$ cat src/rtl/vic_pkg.sv
package vic_pkg;
    localparam int NSRC  = 32;
    localparam int NSLOT = 16;
    localparam int CH_W  = $clog2(NSRC);
    localparam int AW    = 12;
    localparam int DW    = 32;

    localparam logic [AW-1:0] OFF_IRQST = 12'h000;
    localparam logic [AW-1:0] OFF_FIQST = 12'h004;
    localparam logic [AW-1:0] OFF_RAW   = 12'h008;
    localparam logic [AW-1:0] OFF_ROUTE = 12'h00C;
    localparam logic [AW-1:0] OFF_ENSET = 12'h010;
    localparam logic [AW-1:0] OFF_ENCLR = 12'h014;
    localparam logic [AW-1:0] OFF_SWSET = 12'h018;
    localparam logic [AW-1:0] OFF_SWCLR = 12'h01C;
    localparam logic [AW-1:0] OFF_PROT  = 12'h020;
    localparam logic [AW-1:0] OFF_VEC   = 12'h030;
    localparam logic [AW-1:0] OFF_DEFV  = 12'h034;
    localparam logic [3:0]    PG_SADDR  = 4'h1;
    localparam logic [3:0]    PG_SCTL   = 4'h2;

    typedef struct packed {
        logic            en;
        logic [CH_W-1:0] chan;
    } slot_ctl_t;

    typedef enum logic {
        VS_IDLE,
        VS_HELD
    } ack_state_e;
endpackage

$ cat src/rtl/vic_regfile.sv
module vic_regfile
    import vic_pkg::*;
#(
    parameter int NUM_SRC  = NSRC,
    parameter int NUM_SLOT = NSLOT,
    parameter int ADDR_W   = AW,
    parameter int DATA_W   = DW
) (
    input  logic                            clk,
    input  logic                            rst_n,
    input  logic                            bus_wr,
    input  logic                            bus_priv,
    input  logic [ADDR_W-1:0]               bus_addr,
    input  logic [DATA_W-1:0]               bus_wdata,
    output logic                            wr_ok,
    output logic                            prot_q,
    output logic [NUM_SRC-1:0]              route_q,
    output logic [NUM_SRC-1:0]              en_q,
    output logic [NUM_SRC-1:0]              soft_q,
    output logic [DATA_W-1:0]               defv_q,
    output logic [NUM_SLOT-1:0][DATA_W-1:0] slot_addr,
    output slot_ctl_t [NUM_SLOT-1:0]        slot_ctl
);
    logic [5:0]         widx;
    logic               slot_pg_ok;
    logic [NUM_SRC-1:0] wd;

    assign wr_ok      = bus_wr && (!prot_q || bus_priv);
    assign widx       = bus_addr[7:2];
    assign wd         = bus_wdata[NUM_SRC-1:0];
    assign slot_pg_ok = wr_ok && (bus_addr[1:0] == 2'b00) && (int'(widx) < NUM_SLOT);

    always_ff @(posedge clk) begin
        if (!rst_n) begin
            prot_q  <= 1'b0;
            route_q <= '0;
            en_q    <= '0;
            soft_q  <= '0;
            defv_q  <= '0;
        end else if (wr_ok) begin
            unique case (bus_addr)
                OFF_PROT:  prot_q  <= bus_wdata[0];
                OFF_ROUTE: route_q <= wd;
                OFF_ENSET: en_q    <= en_q | wd;
                OFF_ENCLR: en_q    <= en_q & ~wd;
                OFF_SWSET: soft_q  <= soft_q | wd;
                OFF_SWCLR: soft_q  <= soft_q & ~wd;
                OFF_DEFV:  defv_q  <= bus_wdata;
                default: ;
            endcase
        end
    end

    for (genvar i = 0; i < NUM_SLOT; i++) begin : g_slot
        always_ff @(posedge clk) begin
            if (!rst_n) begin
                slot_addr[i] <= '0;
                slot_ctl[i]  <= '0;
            end else if (slot_pg_ok && widx == 6'(i)) begin
                if (bus_addr[ADDR_W-1:8] == PG_SADDR)
                    slot_addr[i] <= bus_wdata;
                if (bus_addr[ADDR_W-1:8] == PG_SCTL)
                    slot_ctl[i] <= slot_ctl_t'(bus_wdata[CH_W:0]);
            end
        end
    end

    assert_swset_R3: assert property (@(posedge clk) disable iff (!rst_n)
        (wr_ok && bus_addr == OFF_SWSET) |=> ((soft_q & $past(wd)) == $past(wd)));
    assert_swclr_R3: assert property (@(posedge clk) disable iff (!rst_n)
        (wr_ok && bus_addr == OFF_SWCLR) |=> ((soft_q & $past(wd)) == '0));
    assert_enclr_R4: assert property (@(posedge clk) disable iff (!rst_n)
        (wr_ok && bus_addr == OFF_ENCLR) |=> ((en_q & $past(wd)) == '0));
    assert_lockout_R9: assert property (@(posedge clk) disable iff (!rst_n)
        (prot_q && bus_wr && !bus_priv) |=> ($stable(en_q) && $stable(soft_q) && $stable(prot_q)));
endmodule

$ cat src/rtl/vic_slot_pick.sv
module vic_slot_pick
    import vic_pkg::*;
#(
    parameter int NUM_SRC  = NSRC,
    parameter int NUM_SLOT = NSLOT,
    localparam int SLOT_IW = $clog2(NUM_SLOT)
) (
    input  logic                     clk,
    input  logic                     rst_n,
    input  logic [NUM_SRC-1:0]       irq_st,
    input  slot_ctl_t [NUM_SLOT-1:0] slot_ctl,
    output logic                     hit,
    output logic [SLOT_IW-1:0]       idx
);
    logic [NUM_SLOT-1:0] ok;

    for (genvar i = 0; i < NUM_SLOT; i++) begin : g_ok
        assign ok[i] = slot_ctl[i].en && irq_st[slot_ctl[i].chan];
    end

    always_comb begin
        hit = 1'b0;
        idx = '0;
        for (int i = NUM_SLOT - 1; i >= 0; i--) begin
            if (ok[i]) begin
                hit = 1'b1;
                idx = SLOT_IW'(i);
            end
        end
    end

    assert_match_valid_R6: assert property (@(posedge clk) disable iff (!rst_n)
        hit |-> (slot_ctl[idx].en && irq_st[slot_ctl[idx].chan]));
    assert_no_better_R6: assert property (@(posedge clk) disable iff (!rst_n)
        hit |-> ((ok & ~({NUM_SLOT{1'b1}} << idx)) == '0));
endmodule

$ cat src/rtl/vic_ack_fsm.sv
module vic_ack_fsm
    import vic_pkg::*;
#(
    parameter int DATA_W = DW
) (
    input  logic              clk,
    input  logic              rst_n,
    input  logic              rd_vec,
    input  logic              wr_vec,
    input  logic [DATA_W-1:0] live_addr,
    output logic              held,
    output logic [DATA_W-1:0] held_addr
);
    ack_state_e state, nxt;

    always_ff @(posedge clk) begin
        if (!rst_n) state <= VS_IDLE;
        else        state <= nxt;
    end

    always_comb begin
        nxt = state;
        unique case (state)
            VS_IDLE: if (rd_vec) nxt = VS_HELD;
            VS_HELD: if (wr_vec) nxt = VS_IDLE;
        endcase
    end

    always_ff @(posedge clk) begin
        if (!rst_n)                        held_addr <= '0;
        else if (state == VS_IDLE && rd_vec) held_addr <= live_addr;
    end

    always_comb held = (state == VS_HELD);

    assert_hold_R8: assert property (@(posedge clk) disable iff (!rst_n)
        (state == VS_HELD && !wr_vec) |=> (state == VS_HELD && $stable(held_addr)));
    assert_release_R8: assert property (@(posedge clk) disable iff (!rst_n)
        (state == VS_HELD && wr_vec) |=> (state == VS_IDLE));
endmodule

$ cat src/rtl/vic_top.sv
module vic_top
    import vic_pkg::*;
#(
    parameter int NUM_SRC  = NSRC,
    parameter int NUM_SLOT = NSLOT,
    parameter int ADDR_W   = AW,
    parameter int DATA_W   = DW,
    localparam int SLOT_IW = $clog2(NUM_SLOT)
) (
    input  logic               clk,
    input  logic               rst_n,
    input  logic [NUM_SRC-1:0] src_req,
    input  logic [ADDR_W-1:0]  bus_addr,
    input  logic               bus_wr,
    input  logic               bus_rd,
    input  logic               bus_priv,
    input  logic [DATA_W-1:0]  bus_wdata,
    output logic [DATA_W-1:0]  bus_rdata,
    output logic               fiq_o,
    output logic               irq_o
);
    logic                            wr_ok, rd_ok, prot_q;
    logic [NUM_SRC-1:0]              route_q, en_q, soft_q;
    logic [NUM_SRC-1:0]              raw, irq_st, fiq_st;
    logic [DATA_W-1:0]               defv_q, live_addr, held_addr, vec_val, rd_mux;
    logic [NUM_SLOT-1:0][DATA_W-1:0] slot_addr;
    slot_ctl_t [NUM_SLOT-1:0]        slot_ctl;
    logic                            hit, held, rd_vec, wr_vec;
    logic [SLOT_IW-1:0]              idx;
    logic [5:0]                      ridx;

    vic_regfile #(.NUM_SRC(NUM_SRC), .NUM_SLOT(NUM_SLOT), .ADDR_W(ADDR_W), .DATA_W(DATA_W)) u_regs (
        .clk(clk), .rst_n(rst_n), .bus_wr(bus_wr), .bus_priv(bus_priv),
        .bus_addr(bus_addr), .bus_wdata(bus_wdata), .wr_ok(wr_ok), .prot_q(prot_q),
        .route_q(route_q), .en_q(en_q), .soft_q(soft_q), .defv_q(defv_q),
        .slot_addr(slot_addr), .slot_ctl(slot_ctl)
    );

    assign raw    = src_req | soft_q;
    assign fiq_st = raw & en_q & route_q;
    assign irq_st = raw & en_q & ~route_q;

    vic_slot_pick #(.NUM_SRC(NUM_SRC), .NUM_SLOT(NUM_SLOT)) u_pick (
        .clk(clk), .rst_n(rst_n), .irq_st(irq_st), .slot_ctl(slot_ctl),
        .hit(hit), .idx(idx)
    );

    assign live_addr = hit ? slot_addr[idx] : defv_q;
    assign rd_ok     = bus_rd && (!prot_q || bus_priv);
    assign rd_vec    = rd_ok && bus_addr == OFF_VEC;
    assign wr_vec    = wr_ok && bus_addr == OFF_VEC;

    vic_ack_fsm #(.DATA_W(DATA_W)) u_ack (
        .clk(clk), .rst_n(rst_n), .rd_vec(rd_vec), .wr_vec(wr_vec),
        .live_addr(live_addr), .held(held), .held_addr(held_addr)
    );

    assign vec_val = held ? held_addr : live_addr;
    assign ridx    = bus_addr[7:2];

    always_comb begin
        rd_mux = '0;
        unique case (bus_addr)
            OFF_IRQST: rd_mux = DATA_W'(irq_st);
            OFF_FIQST: rd_mux = DATA_W'(fiq_st);
            OFF_RAW:   rd_mux = DATA_W'(raw);
            OFF_ROUTE: rd_mux = DATA_W'(route_q);
            OFF_ENSET: rd_mux = DATA_W'(en_q);
            OFF_PROT:  rd_mux = DATA_W'(prot_q);
            OFF_VEC:   rd_mux = vec_val;
            OFF_DEFV:  rd_mux = defv_q;
            default: begin
                if (bus_addr[1:0] == 2'b00 && int'(ridx) < NUM_SLOT) begin
                    if (bus_addr[ADDR_W-1:8] == PG_SADDR)
                        rd_mux = slot_addr[ridx[SLOT_IW-1:0]];
                    else if (bus_addr[ADDR_W-1:8] == PG_SCTL)
                        rd_mux = DATA_W'(slot_ctl[ridx[SLOT_IW-1:0]]);
                end
            end
        endcase
    end

    always_ff @(posedge clk) begin
        if (!rst_n) begin
            bus_rdata <= '0;
            fiq_o     <= 1'b0;
            irq_o     <= 1'b0;
        end else begin
            fiq_o <= |fiq_st;
            irq_o <= |irq_st;
            if (bus_rd) bus_rdata <= rd_ok ? rd_mux : '0;
        end
    end

    assert_quiet_R5: assert property (@(posedge clk) disable iff (!rst_n)
        (en_q == '0) |=> (!irq_o && !fiq_o));
    assert_one_line_R5: assert property (@(posedge clk) disable iff (!rst_n)
        ((route_q == '0) && (soft_q == '0) && (src_req == '0)) |=> !fiq_o);
    assert_default_R7: assert property (@(posedge clk) disable iff (!rst_n)
        (rd_vec && !held && !hit) |=> (bus_rdata == $past(defv_q)));
    assert_unpriv_read_R9: assert property (@(posedge clk) disable iff (!rst_n)
        (bus_rd && prot_q && !bus_priv) |=> (bus_rdata == '0));
endmodule

$ cat config.mk
export PLATFORM = sky130hd
export DESIGN_NAME = vic_top
export DESIGN_NICKNAME = d
export VERILOG_FILES = /design/src/rtl/vic_pkg.sv /design/src/rtl/vic_regfile.sv /design/src/rtl/vic_slot_pick.sv /design/src/rtl/vic_ack_fsm.sv /design/src/rtl/vic_top.sv
export SDC_FILE = /design/constraint.sdc
export NUM_CORES = 2
export LEC_CHECK = 0
export BUFFER_PORTS_ARGS = -buffer_cell sky130_fd_sc_hd__buf_4
export CORE_UTILIZATION = 30
export DETAILED_ROUTE_END_ITERATION = 8
export GPL_TIMING_DRIVEN = 0
export PLACE_DENSITY = 0.55
export SLEW_MARGIN = 20
export SYNTH_ARGS = -nofsm -noshare
export SYNTH_HDL_FRONTEND = slang
export SYNTH_HIERARCHICAL = 1
export SYNTH_SLANG_ARGS = --single-unit
$ cat constraint.sdc
create_clock -name clk -period 11.7 [get_ports clk]
set_clock_uncertainty 0.1 [all_clocks]
set_input_delay 0.585 -clock clk [delete_from_list [all_inputs] [get_ports clk]]
set_output_delay 0.585 -clock clk [all_outputs]
set_load 0.02 [all_outputs]
=== Word-level counts from Yosys, hierarchy flattened ===
Index checks and enable logic that the tools add are counted.

* Output and inout port bits: 34
* Memories: 0
* Logic and storage cells: 283
* RAM bits: 0
* ROM bits: 0
* Bits in latches: 0
* Register bits after elaboration: 804
* Bits of input ports: 81

* Magnitude comparators: 19
* Shifts and indexed selects: 0
* Equal/unequal tests: 27
* Divide/modulo/power cells: 0
* Add/subtract/negate cells: 0
* Reduce and logical (&&, ||, !) cells: 86
* Multiplexer cells: 82
* $mul: 0
* Bitwise gates (word level): 11

{| class="wikitable"
|+ Operator list
! operator !! number
|-
| 32-bit binary-select mux with 4-bit select || 2
|-
| 32-bit one-hot mux with 8 select lines || 1
|-
| 32-bit 2-to-1 mux || 7
|-
| 32-bit AND || 5
|-
| 32-bit one-hot mux with 2 select lines || 2
|-
| 5-bit by 6-bit < comparator with 1-bit output (second input constant) || 16
|-
| 32-bit OR || 3
|-
| 1-bit binary-select mux with 5-bit select || 16
|-
| 2-bit AND reduction || 37
|-
| 4-bit 2-to-1 mux || 16
|-
| 32-bit NOT || 2
|-
| 32-bit OR reduction || 2
|-
| 12-bit by 5-bit == test with 1-bit output (second input constant) || 4
|-
| 6-bit by 4-bit == test with 1-bit output (second input constant) || 8
|-
| 1-bit logical AND || 40
|-
| 12-bit by 6-bit == test with 1-bit output (second input constant) || 3
|-
| 1-bit 2-to-1 mux || 34
|-
| 6-bit binary-select mux with 4-bit select || 1
|-
| 12-bit by 4-bit == test with 1-bit output (second input constant) || 2
|-
| 6-bit by 3-bit == test with 1-bit output (second input constant) || 4
|-
| 12-bit by 3-bit == test with 1-bit output (second input constant) || 1
|-
| 6-bit by 2-bit == test with 1-bit output (second input constant) || 2
|-
| 12-bit zero test || 1
|-
| 6-bit 2-to-1 mux || 2
|-
| other kinds (12) || 14
|}

=== Depth between registers and ports, before layout ===
* Depth in word-level cells: 28
* Gate-level depth with buffers: 21
* Gate-level depth less buffers: 17

=== Hierarchy ===
The synthesis kept the hierarchy.

{| class="wikitable"
|+ By module, submodules not included
! module !! area an instance (um2) !! seq. area each (um2) !! times used !! cells an instance
|-
| vic_regfile || 26834.5 || 14754.2 || 1 || 2569
|-
| vic_top || 13187.6 || 680.7 || 1 || 1271
|-
| vic_slot_pick || 4797.1 || 0.0 || 1 || 322
|-
| vic_ack_fsm || 1358.8 || 660.6 || 1 || 143
|}

=== Worst setup path after synthesis ===
OpenSTA, ideal clock, no wires.

* Path kind: in2reg
* Start point: in src_req[9]
* End point: reg u_ack.held_addr[7]
* Stages on the path: 18
* Arrival time: 4670 ps
* Setup slack: 6812 ps
* Data required time: 11482 ps
* Path buffers: 4
* Library setup time: 118 ps
* Cells stage by stage: o21ai_0 -> nor2_1 -> buf_6 -> mux4_1 -> mux4_2 -> mux2_4 -> a21boi_2 -> o21ai_0 -> a21oi_1 -> buf_2 -> buf_2 -> buf_2 -> mux4_2 -> mux2i_1 -> a21oi_1 -> mux2_2 -> nand2_1 -> mux2i_1

* Cells in the longest elaborated chain, start to end: 25
* Elaborated cells between the ends (all ways): 86
* Classes of those cells: mux: 67; bitwise: 3; reduce/logical: 16

{| class="wikitable"
|+ Ends and longest elaborated chain
! element !! RTL line !! RTL
|-
| start: declaration || vic_top.sv:12 || <nowiki>input logic [NUM_SRC-1:0] src_req,</nowiki>
|-
| 32-bit OR (*) || vic_top.sv:39 || <nowiki>assign raw = src_req | soft_q;</nowiki>
|-
| 32-bit AND (*) (2 in a row) || vic_top.sv:41 || <nowiki>assign irq_st = raw & en_q & ~route_q;</nowiki>
|-
| named net irq_st[9] || vic_top.sv:24 || <nowiki>logic [NUM_SRC-1:0] raw, irq_st, fiq_st;</nowiki>
|-
| 1-bit binary-select mux with 5-bit select || vic_slot_pick.sv:18 || <nowiki>assign ok[i] = slot_ctl[i].en && irq_st[slot_ctl[i].chan];</nowiki>
|-
| 1-bit 2-to-1 mux (implied by the code) || vic_slot_pick.sv:18 ||
|-
| 1-bit logical AND || vic_slot_pick.sv:18 ||
|-
| 4-bit 2-to-1 mux (15 in a row) || vic_slot_pick.sv:25 || <nowiki>if (ok[i]) begin</nowiki>
|-
| 4-bit 2-to-1 mux (*) || vic_slot_pick.sv:25 ||
|-
| named net idx[1] || vic_top.sv:29 || <nowiki>logic [SLOT_IW-1:0] idx;</nowiki>
|-
| 32-bit binary-select mux with 4-bit select (*) || vic_top.sv:48 || <nowiki>assign live_addr = hit ? slot_addr[idx] : defv_q;</nowiki>
|-
| 32-bit 2-to-1 mux (implied by the code) (*) || vic_top.sv:48 ||
|-
| 32-bit 2-to-1 mux (*) || vic_top.sv:48 ||
|-
| named net live_addr[7] || vic_top.sv:25 || <nowiki>logic [DATA_W-1:0] defv_q, live_addr, held_addr, vec_val, rd_mux;</nowiki>
|-
| end signal: assignment || vic_ack_fsm.sv:31 || <nowiki>else if (state == VS_IDLE && rd_vec) held_addr <= live_addr;</nowiki>
|-
| end: declaration || vic_ack_fsm.sv:12 || <nowiki>output logic [DATA_W-1:0] held_addr</nowiki>
|}

The timed path passes the listed nets; every way through them passes the cells marked *. The select of a mux whose other input is x is not followed.
A chain may end at the register's enable or synchronous reset.

==> out/results.tsv <==
metric	value	unit
status	complete, no violations	
RePlAce Congestion	1.00	
Placed Instances	6466	
yosys warns	6	
largest family of logic cells by synthesized area	multiplexers	
Crit Path Category	reg2reg	
DIE WIDTH	394	um
Routed Antenna Nets	0	
Filler cells	15200	
GRT Util Overall	28.1	%
antenna violations before repair	15	
vias in the first global route	38900	
Finished Layout Cells	6650	
CORE AREA	0.152	mm^2
syn nets	4386	
syn avg cell area	10.7	um^2
Post-Syn Area	0.0462	mm^2
Die Ht	394	um
Slew HR	14.7	%
Max clock buf depth	3	
dpl ws	3.66	ns
P_int	4.65	mW
simple-gate share of the synthesized area	12.6	%
Clock Sink Count	804	
f_max	119	MHz
Period minus WS final	8.39	ns
Startpoint Class	flop	
worst-margin pin slew	1.28	ns
Post-CTS Setup Repair Bufs	0	
P_sw	1.61	mW
Mapped Cells	4305	
VDD IR max	0.000104	V
Root Driver	clkbuf_16	
Synth Area in Compound Gates	7.45	%
Worst path max stage delay	0.96	ns
DRC Markers	0	
register share of total power	43.8	%
area delta synth->final	15.3	%
DP Area	0.0499	mm^2
routed vias	41100	
leakage power	17.8	nW
Critical path buffers and inverters	5	
Slew Viols, Final	0	
Setup Total Neg Slack	0	ns
pin count of the biggest net entering global routing	15	
IO Pins	115	
EDFF count, synth	0	
CTS clock-pin slew for the worst setup and hold paths	0.07	ns
1st-iter DRT viols	6448	
adder-cell share of the synthesized area	0	%
Comb pwr share	6.1	%
Yosys cell types	85	
Cell Chain, Critical Path	o21ai_0, nor2_1, clkbuf_1, mux4_2, mux2i_1, a31oi_1, o211ai_1, o211ai_1, a31oi_1, o41ai_2, buf_2, buf_2, buf_2, buf_2, mux2i_1, a21oi_1, mux2_2, nand2_1, mux2i_1	
Slowest-stage cell, CP	nor2_1	
Critical Path Sink Type	flop	
fin area	0.0533	mm^2
Fin. Hold Viols	0	
async set-or-reset flop fraction in the synthesized netlist	0	%
XOR/XNOR Fraction of Synth Area	0	%
register bit total from synthesis	804	
DR WL/cell	34.0	um
RSZ-0062 raised after global routing	false	
drt via density	6.18	
setup ws final	3.31	ns
routed wire length	226000	um
Site Rows	143	
CTS tree	built	
Worst Path Required	12.20	ns
delay-heaviest family, CP	buffers and inverters	
Seq/Total Area, Yosys	34.9	%
post-CTS resize count	0	
layout cell share with drive strength beyond 1	22.0	%
switching portion of total power	25.7	%
top_reg_cell synth	dfxtp_1	
Finished Core Util	34.9	%
crit share post-route	71.7	%
Reg area	0.0161	mm^2
Final setup viols	0	
total gr overflow	0	
max_cap viols	0	
Clock power frac	50.1	%
DP Wirelength	166000	um
Critical Path Fanout Max	10	
nets	4621	
min-delay worst type	in2reg	
multi-input logic area	0.0278	mm^2
global-route wire length before repair	311000	um
number of H-tree levels	3	
most frequent CP cell	buf_2	
Pwr Density	117	mW/mm^2
CP arrival	8.89	ns
CTS buffer count	92	
mux contribution to synthesized area	40.0	%
die area	0.156	mm^2
PortBufs	113	
starting density of the core	30.3	%
first-pass detailed-route iteration total	6	
worst skew pair latency	0.70	ns
-- cells in the mapped netlist, types with 43 or more instances --
| cell | count | area, um^2 |
|---|---|---|
| mux4_2 | 418 | 9410 |
| dfxtp_1 | 804 | 16100 |
| inv_1 | 43 | 161 |
| nand4_1 | 43 | 269 |
| mux2i_1 | 770 | 7710 |
| clkbuf_1 | 234 | 878 |
| nand2_1 | 936 | 3510 |
| o21ai_0 | 43 | 215 |
| mux4_1 | 43 | 1130 |
| buf_2 | 152 | 761 |
| a221oi_1 | 63 | 552 |
| a21oi_1 | 57 | 285 |
| nor2_1 | 95 | 357 |
-- worst reg2reg max path: stages (launching register included) --
cell      delay (ns)
dfxtp_1         0.44
o21ai_0         0.16
nor2_1          0.96
clkbuf_1        0.61
mux4_2          0.36
mux2i_1         0.09
a31oi_1         0.20
o211ai_1        0.20
o211ai_1        0.30
a31oi_1         0.17
o41ai_2         0.64
buf_2           0.67
buf_2           0.62
buf_2           0.58
buf_2           0.73
mux2i_1         0.27
a21oi_1         0.72
mux2_2          0.30
nand2_1         0.05
mux2i_1         0.13
-- logic make-up (layout without fill, tap and decap cells) --
family	count (synthesis)	count (layout)
AO/OA/AOI/OAI	456	456
buffers and inverters	496	808
flip-flops	804	804
multiplexers	1250	1250
other	0	3
AND/OR/NAND/NOR	1299	1299
-- registers in the layout (all words and copies together), names as in the netlist, named ones only --
register and count:
bus_rdata 32, fiq_o 1, irq_o 1, u_ack/held 1
u_ack/held_addr 32, u_regs/defv_q 32, u_regs/prot_q 1, u_regs/route_q 32
u_regs/slot_addr 512, u_regs/slot_ctl 96
-- stage by stage --
| stage | hold WS [ns] | total power [mW] |
|---|---|---|
| finish | 0.0281 | 6.26 |
| CTS | 0.00156 | 6.25 |
| global route | 0.0176 | 6.38 |
| floorplan | 0.335 | 2.96 |
| detailed placement | 0.346 | 3.16 |
| global placement | 0.345 | 3.16 |
-- layout make-up --
type / instances / share of cell area [%]
antenna: 3 / 0.0141
multi-input combinational: 3005 / 52.3
timing repair buffer: 141 / 2.13
clock inverter: 29 / 0.935
tap: 2030 / 4.77
clock buffer: 142 / 5.18
buffer: 451 / 4.16
inverter: 45 / 0.317
sequential: 804 / 30.2
-- final timing paths --
kind                            start             endpoint  slack, ns  cells past startpoint
hold / removal          bus_wdata[26]                 flop       0.03                      2
setup reg to reg                 flop   u_ack/held_addr[7]       3.31                     19
setup / recovery                 flop   u_ack/held_addr[7]       3.31                     19
hold reg to reg   u_ack/held_addr[11]  u_ack/held_addr[11]       0.36                      2
-- timing repair --
item                                   CTS  global route
endpoints found under the hold margin   13             0
setup endpoints to repair                0             0
hold buffers                            10             0
-- power by group through the flow --
stage	Sequential (mW)	Clock [mW]	Combinational, mW
after floorplan	2.80	0	0.157
after global placement	2.80	0	0.359
after detailed placement	2.80	0	0.361
after CTS	2.74	3.15	0.364
after global routing	2.74	3.26	0.379
final	2.74	3.13	0.384
-- routing by layer --
layer	routed length [um]	global-route usage, %	part of all wire (%)	up-vias
met5	66	0	0.029	-
met3	27500	7.32	12	608
li1	-	-	-	16600
met4	13000	14.4	5.7	12
met2	97500	42.3	43	3013
met1	88100	36.9	39	20800
-- layout by cell type (no fill, tap or decap), types with 17 or more instances in the layout --
master     synthesis  layout
nor3_2            25      25
nor2_1            95      89
a221oi_1          63      63
o21ai_0           43      43
a222oi_1          21      21
mux4_2           418     418
clkbuf_8           0      27
dfxtp_1          804     804
a311oi_1          32      32
nor2b_1           38      38
o22ai_1           20      20
a211oi_1          35      35
buf_6             28      34
buf_4             13     134
nor3b_2            0      17
mux2i_1          770     770
a41oi_1           34      34
clkbuf_16          0      92
nand2_1          936     936
inv_1             43      43
nor4_1            18      17
o211ai_1          31      31
nand2b_1          34      34
buf_2            152     163
a31oi_1           25      25
mux2_2            18      18
clkbuf_1         234     249
mux4_1            43      43
a21oi_1           57      57
nand4_1           43      43
Power figures use the tool's default switching activity.
